===== config.mk =====
export PLATFORM = sky130hd
export DESIGN_NAME = dram_train_engine
export DESIGN_NICKNAME = d
export VERILOG_FILES = /design/src/rtl/trn_pkg.sv /design/src/rtl/trn_pattern_buf.sv /design/src/rtl/trn_lane_cmp.sv /design/src/rtl/trn_seq.sv /design/src/rtl/dram_train_engine.sv
export SDC_FILE = /design/constraint.sdc
export NUM_CORES = 2
export LEC_CHECK = 0
export ABC_CLOCK_PERIOD_IN_PS = 4780
export CORE_UTILIZATION = 64
export DETAILED_ROUTE_END_ITERATION = 8
export DONT_BUFFER_PORTS = 1
export PLACE_DENSITY = 0.81
export SLEW_MARGIN = 20
export SYNTH_ARGS = -nofsm -noshare
export SYNTH_HDL_FRONTEND = slang
export SYNTH_SLANG_ARGS = --single-unit

===== constraint.sdc =====
create_clock -name clk -period 4.78 [get_ports clk]
set_input_delay 0.956 -clock clk [delete_from_list [all_inputs] [get_ports clk]]
set_output_delay 0.956 -clock clk [all_outputs]
set_load 0.01 [all_outputs]

===== src/rtl/trn_pkg.sv =====
package trn_pkg;

    localparam int BEATS_PER_LINE = 8;
    localparam int LANES          = 8;

    typedef enum logic [2:0] {
        REG_CTRL    = 3'd0,
        REG_BUFPTR  = 3'd1,
        REG_BUFDATA = 3'd2,
        REG_TGT_LO  = 3'd3,
        REG_TGT_HI  = 3'd4,
        REG_FAIL_A  = 3'd5,
        REG_FAIL_B  = 3'd6
    } reg_sel_e;

    localparam int CTL_WMODE = 0;
    localparam int CTL_RMODE = 1;
    localparam int CTL_WGO   = 2;
    localparam int CTL_RGO   = 3;
    localparam int CTL_LEN   = 8;

    typedef enum logic [1:0] {
        S_IDLE  = 2'd0,
        S_WRITE = 2'd1,
        S_READ  = 2'd2
    } seq_state_e;

endpackage


===== src/rtl/trn_pattern_buf.sv =====
module trn_pattern_buf #(
    parameter int DEPTH = 32,
    localparam int IDX_W = $clog2(DEPTH),
    localparam int PTR_W = IDX_W + 1
) (
    input  logic             clk,
    input  logic             ld_en,
    input  logic [PTR_W-1:0] ld_ptr,
    input  logic [31:0]      ld_data,
    input  logic [IDX_W-1:0] idx_a,
    output logic [63:0]      q_a,
    input  logic [IDX_W-1:0] idx_b,
    output logic [63:0]      q_b
);

    logic [63:0] store [DEPTH];

    always_ff @(posedge clk) begin
        if (ld_en) begin
            if (ld_ptr[0]) store[ld_ptr[PTR_W-1:1]][63:32] <= ld_data;
            else           store[ld_ptr[PTR_W-1:1]][31:0]  <= ld_data;
        end
    end

    assign q_a = store[idx_a];
    assign q_b = store[idx_b];

endmodule


===== src/rtl/trn_lane_cmp.sv =====
module trn_lane_cmp #(
    parameter int LANES = 8
) (
    input  logic               clk,
    input  logic               rst_n,
    input  logic               clr,
    input  logic               en,
    input  logic               upper_half,
    input  logic [LANES*8-1:0] expect_d,
    input  logic [LANES*8-1:0] actual_d,
    output logic [LANES-1:0]   fail_a,
    output logic [LANES-1:0]   fail_b
);

    logic [LANES-1:0] lane_bad;

    for (genvar g = 0; g < LANES; g++) begin : g_lane
        assign lane_bad[g] = (expect_d[g*8 +: 8] != actual_d[g*8 +: 8]);
    end

    always_ff @(posedge clk) begin
        if (!rst_n || clr) begin
            fail_a <= '0;
            fail_b <= '0;
        end else if (en) begin
            if (upper_half) fail_b <= fail_b | lane_bad;
            else            fail_a <= fail_a | lane_bad;
        end
    end

endmodule


===== src/rtl/trn_seq.sv =====
module trn_seq
    import trn_pkg::*;
#(
    parameter int CNT_W = 7
) (
    input  logic             clk,
    input  logic             rst_n,
    input  logic             start_wr,
    input  logic             start_rd,
    input  logic [CNT_W-1:0] total,
    input  logic             rsp_valid,
    output logic [CNT_W-1:0] iss_cnt,
    output logic [CNT_W-1:0] rsp_cnt,
    output logic             wr_go,
    output logic             rd_go,
    output logic             cmd_wr,
    output logic             cmd_rd,
    output logic             cmp_en,
    output logic             clr_status
);

    seq_state_e state_q, state_d;
    logic       wr_last, rd_last;

    assign wr_last = (total == '0) || (iss_cnt == total - CNT_W'(1));
    assign rd_last = (total == '0) || (rsp_valid && rsp_cnt == total - CNT_W'(1));

    always_comb begin
        state_d = state_q;
        unique case (state_q)
            S_IDLE:  if (start_wr)     state_d = S_WRITE;
                     else if (start_rd) state_d = S_READ;
            S_WRITE: if (wr_last)      state_d = S_IDLE;
            S_READ:  if (rd_last)      state_d = S_IDLE;
            default:                   state_d = S_IDLE;
        endcase
    end

    always_ff @(posedge clk) begin
        if (!rst_n) state_q <= S_IDLE;
        else        state_q <= state_d;
    end

    always_comb begin
        wr_go      = (state_q == S_WRITE);
        rd_go      = (state_q == S_READ);
        cmd_wr     = (state_q == S_WRITE) && (total != '0);
        cmd_rd     = (state_q == S_READ) && (iss_cnt < total);
        cmp_en     = (state_q == S_READ) && rsp_valid;
        clr_status = (state_q == S_IDLE) && (state_d == S_READ);
    end

    always_ff @(posedge clk) begin
        if (!rst_n || state_q == S_IDLE) begin
            iss_cnt <= '0;
            rsp_cnt <= '0;
        end else begin
            if (cmd_wr || cmd_rd) iss_cnt <= iss_cnt + CNT_W'(1);
            if (cmp_en)           rsp_cnt <= rsp_cnt + CNT_W'(1);
        end
    end

endmodule


===== src/rtl/dram_train_engine.sv =====
module dram_train_engine
    import trn_pkg::*;
#(
    parameter int BUF_LINES = 4,
    parameter int LEN_W     = 4,
    parameter int LO_W      = 14,
    localparam int BUF_BEATS = BUF_LINES * BEATS_PER_LINE,
    localparam int BIDX_W    = $clog2(BUF_BEATS),
    localparam int PTR_W     = BIDX_W + 1,
    localparam int CNT_W     = LEN_W + 3,
    localparam int LINE_AW   = LO_W + 2
) (
    input  logic               clk,
    input  logic               rst_n,
    input  logic               reg_wr,
    input  logic [2:0]         reg_addr,
    input  logic [31:0]        reg_wdata,
    output logic [31:0]        reg_rdata,
    output logic               dram_wr_en,
    output logic               dram_rd_en,
    output logic [LINE_AW-1:0] dram_line,
    output logic [2:0]         dram_beat,
    output logic [63:0]        dram_wdata,
    input  logic               dram_rvalid,
    input  logic [63:0]        dram_rdata,
    output logic [7:0]         fail_mask_a,
    output logic [7:0]         fail_mask_b,
    output logic               busy
);

    logic             mode_wr_q, mode_rd_q;
    logic [LEN_W-1:0] len_q;
    logic [PTR_W-1:0] bufptr_q;
    logic [LO_W-1:0]  tgt_lo_q;
    logic [1:0]       tgt_hi_q;

    logic             wr_go, rd_go, cmp_en, clr_status;
    logic [CNT_W-1:0] iss_cnt, rsp_cnt, total;
    logic             acc, ctl_wr, start_wr, start_rd;
    logic [63:0]      exp_beat;

    assign busy   = wr_go || rd_go;
    assign acc    = reg_wr && !busy;
    assign ctl_wr = acc && (reg_addr == REG_CTRL);
    assign total  = {len_q, 3'b000};

    assign start_wr = ctl_wr && reg_wdata[CTL_WMODE] && reg_wdata[CTL_WGO];
    assign start_rd = ctl_wr && reg_wdata[CTL_RMODE] && reg_wdata[CTL_RGO];

    always_ff @(posedge clk) begin
        if (!rst_n) begin
            mode_wr_q <= 1'b0;
            mode_rd_q <= 1'b0;
            len_q     <= '0;
            bufptr_q  <= '0;
            tgt_lo_q  <= '0;
            tgt_hi_q  <= '0;
        end else if (acc) begin
            unique case (reg_addr)
                REG_CTRL: begin
                    mode_wr_q <= reg_wdata[CTL_WMODE];
                    mode_rd_q <= reg_wdata[CTL_RMODE];
                    len_q     <= reg_wdata[CTL_LEN +: LEN_W];
                end
                REG_BUFPTR:  bufptr_q <= reg_wdata[PTR_W-1:0];
                REG_BUFDATA: bufptr_q <= bufptr_q + PTR_W'(1);
                REG_TGT_LO:  tgt_lo_q <= reg_wdata[LO_W-1:0];
                REG_TGT_HI:  tgt_hi_q <= reg_wdata[1:0];
                default: ;
            endcase
        end
    end

    trn_seq #(.CNT_W(CNT_W)) u_seq (
        .clk        (clk),
        .rst_n      (rst_n),
        .start_wr   (start_wr),
        .start_rd   (start_rd),
        .total      (total),
        .rsp_valid  (dram_rvalid),
        .iss_cnt    (iss_cnt),
        .rsp_cnt    (rsp_cnt),
        .wr_go      (wr_go),
        .rd_go      (rd_go),
        .cmd_wr     (dram_wr_en),
        .cmd_rd     (dram_rd_en),
        .cmp_en     (cmp_en),
        .clr_status (clr_status)
    );

    trn_pattern_buf #(.DEPTH(BUF_BEATS)) u_buf (
        .clk     (clk),
        .ld_en   (acc && reg_addr == REG_BUFDATA),
        .ld_ptr  (bufptr_q),
        .ld_data (reg_wdata),
        .idx_a   (iss_cnt[BIDX_W-1:0]),
        .q_a     (dram_wdata),
        .idx_b   (rsp_cnt[BIDX_W-1:0]),
        .q_b     (exp_beat)
    );

    trn_lane_cmp #(.LANES(LANES)) u_cmp (
        .clk        (clk),
        .rst_n      (rst_n),
        .clr        (clr_status),
        .en         (cmp_en),
        .upper_half (rsp_cnt[2]),
        .expect_d   (exp_beat),
        .actual_d   (dram_rdata),
        .fail_a     (fail_mask_a),
        .fail_b     (fail_mask_b)
    );

    assign dram_line = {tgt_hi_q, tgt_lo_q} + LINE_AW'(iss_cnt[CNT_W-1:3]);
    assign dram_beat = iss_cnt[2:0];

    always_comb begin
        reg_rdata = '0;
        unique case (reg_addr)
            REG_CTRL:   reg_rdata = 32'({len_q, 4'b0000, rd_go, wr_go, mode_rd_q, mode_wr_q});
            REG_BUFPTR: reg_rdata = 32'(bufptr_q);
            REG_TGT_LO: reg_rdata = 32'(tgt_lo_q);
            REG_TGT_HI: reg_rdata = 32'(tgt_hi_q);
            REG_FAIL_A: reg_rdata = 32'(fail_mask_a);
            REG_FAIL_B: reg_rdata = 32'(fail_mask_b);
            default:    reg_rdata = '0;
        endcase
    end

endmodule


### Word level (Yosys, flattened, before mapping)

Memories as Yosys holds them, arrays and structs flattened. A register that Yosys moved wholly into a read port is not among the register bits.
Index checks and enable logic that the tools add are counted.

* latch bits: 0
* bits of input ports: 103
* register bits: 60
* logic and storage cells: 88
* bits in writable memories: 2048
* memories: 1
* ROM bits: 0

Memories
* u_buf.store: depth 32, width 64, rd ports 2, clocked after memory_dff 2, wr ports 1, line trn_pattern_buf.sv:16 `logic [63:0] store [DEPTH];`

* equal/unequal tests: 19
* reductions and logical operators: 31
* shift-type cells: 0
* multipliers: 0
* bitwise logic cells: 3
* add/sub/neg operators: 5
* order comparisons: 1
* mux-type cells: 17
* div/mod/pow operators: 0

Operators by type and width (number)
* 14-bit one-hot mux with 6 select lines: 1
* 8-bit != test: 8
* 5-bit 2-to-1 mux: 4
* 16-bit by 4-bit adder with 16-bit output: 1
* 8-bit OR: 2
* 7-bit by 1-bit adder with 7-bit output, second input constant: 2
* 7-bit equality test: 2
* 1-bit logical AND: 12
* 6-bit one-hot mux with 2 select lines: 1
* 2-bit AND reduction: 6
* 3-bit equality test, second input constant: 3
* 2-bit 2-to-1 mux: 4
* 7-bit logical NOT: 1
* 7-bit less-than comparator: 1
* 7-bit nonzero test: 1
* 7-bit by 1-bit subtractor with 7-bit output, second input constant: 1
* 6-bit by 1-bit adder with 6-bit output, second input constant: 1
* 3-bit by 2-bit equality test with 1-bit output, second input constant: 2
* 1-bit logical OR: 6
* 1-bit 2-to-1 mux: 6
* 2-bit one-hot mux with 3 select lines: 1
* 2-bit equality test, second input constant: 2
* 3-bit by 1-bit equality test with 1-bit output, second input constant: 1
* 3-bit logical NOT: 1
* 5 further kinds: 6

### Depth between registers and ports, before layout

* word-level depth: 13
* gate-level depth with buffers: 14
* mapped depth without buffers: 10

### Hierarchy

A second synthesis with hierarchy kept.

* cell total of the unflattened synthesis: 4664
* area total of the unflattened synthesis: 98837.3 um2

By module, submodules not included
* trn_pattern_buf: instances 1, seq. area each 61499.0 um2, cells each 4108, area an instance 94112.8 um2
* dram_train_engine: instances 1, seq. area each 560.5 um2, cells each 272, area an instance 2095.8 um2
* trn_seq: instances 1, seq. area each 320.3 um2, cells each 154, area an instance 1340.0 um2
* trn_lane_cmp: instances 1, seq. area each 320.3 um2, cells each 130, area an instance 1288.7 um2

### Worst setup path after synthesis

No wires, ideal clock.

* path type: input-to-reg
* from: input reg_addr[2]
* to: memory u_buf.store[31][0], enable pin
* required time: 4.359 ns
* setup time: 0.421 ns
* stages on the path: 6
* slack: 0.764 ns
* arrival time: 3.595 ns
* buffers on the path: 1
* path through: clkbuf_1 -> nor2_1 -> nand2_1 -> nor3_1 -> nand3_1 -> nor2_1

* cells in the longest elaborated chain, start to end: 4

Ends and longest elaborated chain
* from (decl): line dram_train_engine.sv:16 `input logic [2:0] reg_addr,`
* 3-bit by 2-bit equality test with 1-bit output: line dram_train_engine.sv:93 `.ld_en (acc && reg_addr == REG_BUFDATA),`
* 1-bit logical AND: line dram_train_engine.sv:93
* 1-bit 2-to-1 mux: line trn_pattern_buf.sv:19 `if (ld_en) begin`
* 1-bit 2-to-1 mux (implied by the code): line trn_pattern_buf.sv:21 `else store[ld_ptr[PTR_W-1:1]][31:0] <= ld_data;`
* to (decl): line trn_pattern_buf.sv:16

Every way passes these cells.

==> impl_metrics.json <==
{
  "cts_resized": 0,
  "synth_area_mm2": 0.0994,
  "p_leak_uw": 0.0323,
  "wirelength_mm": 334,
  "grt_antenna_before_repair": 23,
  "design_area_mm2": 0.110,
  "power.switching_uw": 7340,
  "yosysWarningCount": 0,
  "power_frac_comb_pct": 0.7,
  "io_pins": 237,
  "power_density_mw_per_mm2": 339,
  "place.gp.congestion": 0.911,
  "path_class": "reg -> reg",
  "worstPathMaxFanout": 60,
  "setup_viol": 0,
  "worstPathRequired_ps": 5520,
  "io_buffers": 0,
  "hold_path.class": "in -> reg",
  "yosysUniqueCellTypes": 84,
  "outcome": "complete, no violations",
  "grt_pass1_vias": 60082,
  "maxSlewHeadroom_pct": 12.2,
  "cts.hold.buffers_added": 0,
  "fp-row-count": 144,
  "dpl-instance-area_mm2": 0.103,
  "drc_errors": 0,
  "numCtsBuffers": 204,
  "place_inst": 6988,
  "cp-start-kind": "register",
  "hold_violations": 0,
  "layout.nets": 5272,
  "seq_power_share_pct": 54.6,
  "syn2layout_area_growth_pct": 10.7,
  "design.die.area_mm2": 0.157,
  "wire_per_inst_um": 45.3,
  "cts_setup_buffers": 0,
  "clockBufferDepth": 3,
  "p_int_uw": 30000,
  "clk_pin_slew_ps": 60,
  "num_vias": 62055,
  "p_sw_share_pct": 19.7,
  "coreArea_mm2": 0.154,
  "grt_pass1_wl_mm": 462,
  "fmax_mhz": 211,
  "syn_inst": 5072,
  "root_buffer": "clkbuf_16",
  "max-cap-violations": 0,
  "grt_remaining_overflow": 0,
  "rsz0062_at_grt": "no",
  "fin_crit_sh_pct": 99.0,
  "synth_seq_cells": 2118,
  "grt_start_max_net_pins": 96,
  "end_kind": "register",
  "ys_seq_area_share_pct": 63.3,
  "timing.final.max_slew_violations": 0,
  "grt_usage_pct": 42.9,
  "fin_crit_ps": 4730,
  "start_util_pct": 64.5,
  "via_per_inst": 8.40,
  "avgSynthCellArea_um2": 19.6,
  "drtPass1Iterations": 8,
  "drive_above_1_share_pct": 33.6,
  "dp_hpwl_mm": 192,
  "htree_levels": 4,
  "worstMarginPinSlew_ps": 1320,
  "cts.sinks": 2118,
  "ys.flop_type": "edfxtp_1",
  "fin_skew_ps": 26.0,
  "drt_iter0_drc": 12453,
  "cts_tree": "done",
  "die_x_um": 396,
  "pwr-share-clk_pct": 44.7,
  "worstSkewPairLatency_ps": 850,
  "instances_no_fill": 7384,
  "synth_edf_count": 2048,
  "vdd_drop_max_uv": 291,
  "worstPathArrival_ps": 5470,
  "final_core_utilization_pct": 71.4,
  "die_h_um": 396,
  "async_flop_share_pct": 0,
  "drtAntennaViolNets": 0
}
[Yosys cell counts (all sizes together) (6+ instances only)]
master	number	area, um^2
and3	28	175
edfxtp	2048	61500
o22ai	47	294
nand3	34	170
or3	7	43.8
mux2i	246	2460
a21oi	66	334
and2	15	93.8
o21a	6	45.0
inv	30	113
nand2b	21	131
o21ai	79	395
buf	227	1510
nor3	26	130
nand2	161	604
mux2	92	1040
a21boi	14	105
o221ai	16	140
a211oi	10	80.1
nor2b	29	181
a22oi	65	488
o211ai	11	82.6
a221o	10	100
xnor2	62	543
ha	17	213
clkbuf	158	597
a22o	22	193
mux4	1048	23600
xor2	43	377
dfxtp	70	1400
a31oi	31	194
a221oi	55	507
nor4	14	109
nor2	169	634
nand4	16	100
[cell usage in the layout, fill, tap and decap left out, types with 18 or more instances in the layout]
| master | instances |
|---|---|
| a21oi_1 | 65 |
| a221oi_1 | 51 |
| a22o_1 | 22 |
| a22oi_1 | 65 |
| a31oi_1 | 31 |
| and3_1 | 28 |
| buf_12 | 76 |
| buf_4 | 164 |
| bufinv_16 | 26 |
| clkbuf_1 | 29 |
| clkbuf_16 | 212 |
| clkinv_1 | 48 |
| clkinv_2 | 37 |
| conb_1 | 18 |
| dfxtp_1 | 60 |
| diode_2 | 18 |
| edfxtp_1 | 2048 |
| inv_1 | 27 |
| mux2_2 | 92 |
| mux2i_1 | 246 |
| mux4_2 | 1047 |
| nand2_1 | 161 |
| nand2b_1 | 21 |
| nand3_1 | 34 |
| nor2_1 | 101 |
| nor2_4 | 64 |
| nor2b_1 | 24 |
| nor3_1 | 26 |
| o21ai_0 | 58 |
| o21ai_1 | 21 |
| o22ai_1 | 47 |
| xnor2_1 | 62 |
| xor2_1 | 43 |
[power groups by stage]
stage          sequential, uW  clock, uW  combinational [uW]
5_1_grt                 20400      17300                 267
3_5_place_dp            20800          0                 247
2_1_floorplan           20800          0                 185
3_3_place_gp            20800          0                 242
6_report                20400      16700                 257
4_1_cts                 20400      16600                 250
[through the flow]
step	setup slack [ps]	hold WS (ps)	total power (uW)	TNS, ps
final	48.7	198	37300	0
after global routing	51.4	188	37900	0
after CTS	112	174	37200	0
after detailed placement	146	498	21000	0
after global placement	-210	476	21000	-417
after floorplan	764	461	20900	0
[worst max-delay path, cell delays in order, from the launching register on]
cell and delay [ps]:
dfxtp_4 630, buf_12 440, mux4_2 560, a22o_1 250
a221oi_1 710, nor3_1 90, nor3_1 400, o2111ai_1 170
a221oi_1 980, buf_4 270, a31oi_1 80
[cells by family (layout without fill, tap and decap cells)]
group,Yosys count,after routing,share of synthesized area [%]
flops,2118,2118,63.3
mux,1386,1386,27.3
simple gates,540,540,2.54
compound gates,487,487,3.48
buf+inv,417,650,2.24
xor+xnor,105,105,0.925
fa+ha+maj,18,18,0.234
other cells,1,36,0.00377
[path summary, 6_finish.rpt]
path	end	slack, ps	from	cells past startpoint
setup / recovery	u_cmp.fail_b[7]	50	register	10
setup reg to reg	u_cmp.fail_b[7]	50	register	10
hold / removal	u_buf.store[1][39]	200	reg_wdata[7]	0
hold reg to reg	tgt_lo_q[3]	500	tgt_lo_q[3]	2
[area by class of cell]
type                            count  area, um^2
Sequential cell                  2118       62900
Clock inverter                    131        1320
Inverter                           32         123
Tap cell                         2044        2560
Clock buffer                      246        5480
Antenna cell                       18        45.0
Multi-Input combinational cell   2554       34800
Fill cell                        8573       44000
Timing Repair Buffer              241        2760
[sequential cells by signal (all words and copies together) (netlist names), named ones only]
| name | flops |
|---|---|
| tgt_hi_q | 2 |
| u_seq.rsp_cnt | 7 |
| tgt_lo_q | 14 |
| len_q | 4 |
| u_buf.store | 2048 |
| u_cmp.fail_b | 8 |
| mode_rd_q | 1 |
| mode_wr_q | 1 |
| bufptr_q | 6 |
| u_cmp.fail_a | 8 |
| u_seq.iss_cnt | 7 |
| u_seq.state_q | 2 |
[routing by layer]
layer	track usage [%]	wire length, um	vias to the layer above
met3	16.7	58000	1608
met5	1.08	455	-
met4	28.6	27900	28
met2	61.1	146000	7289
met1	54.9	102000	31185
li1	-	-	21945
No activity file was read; power rests on OpenSTA's default activity.
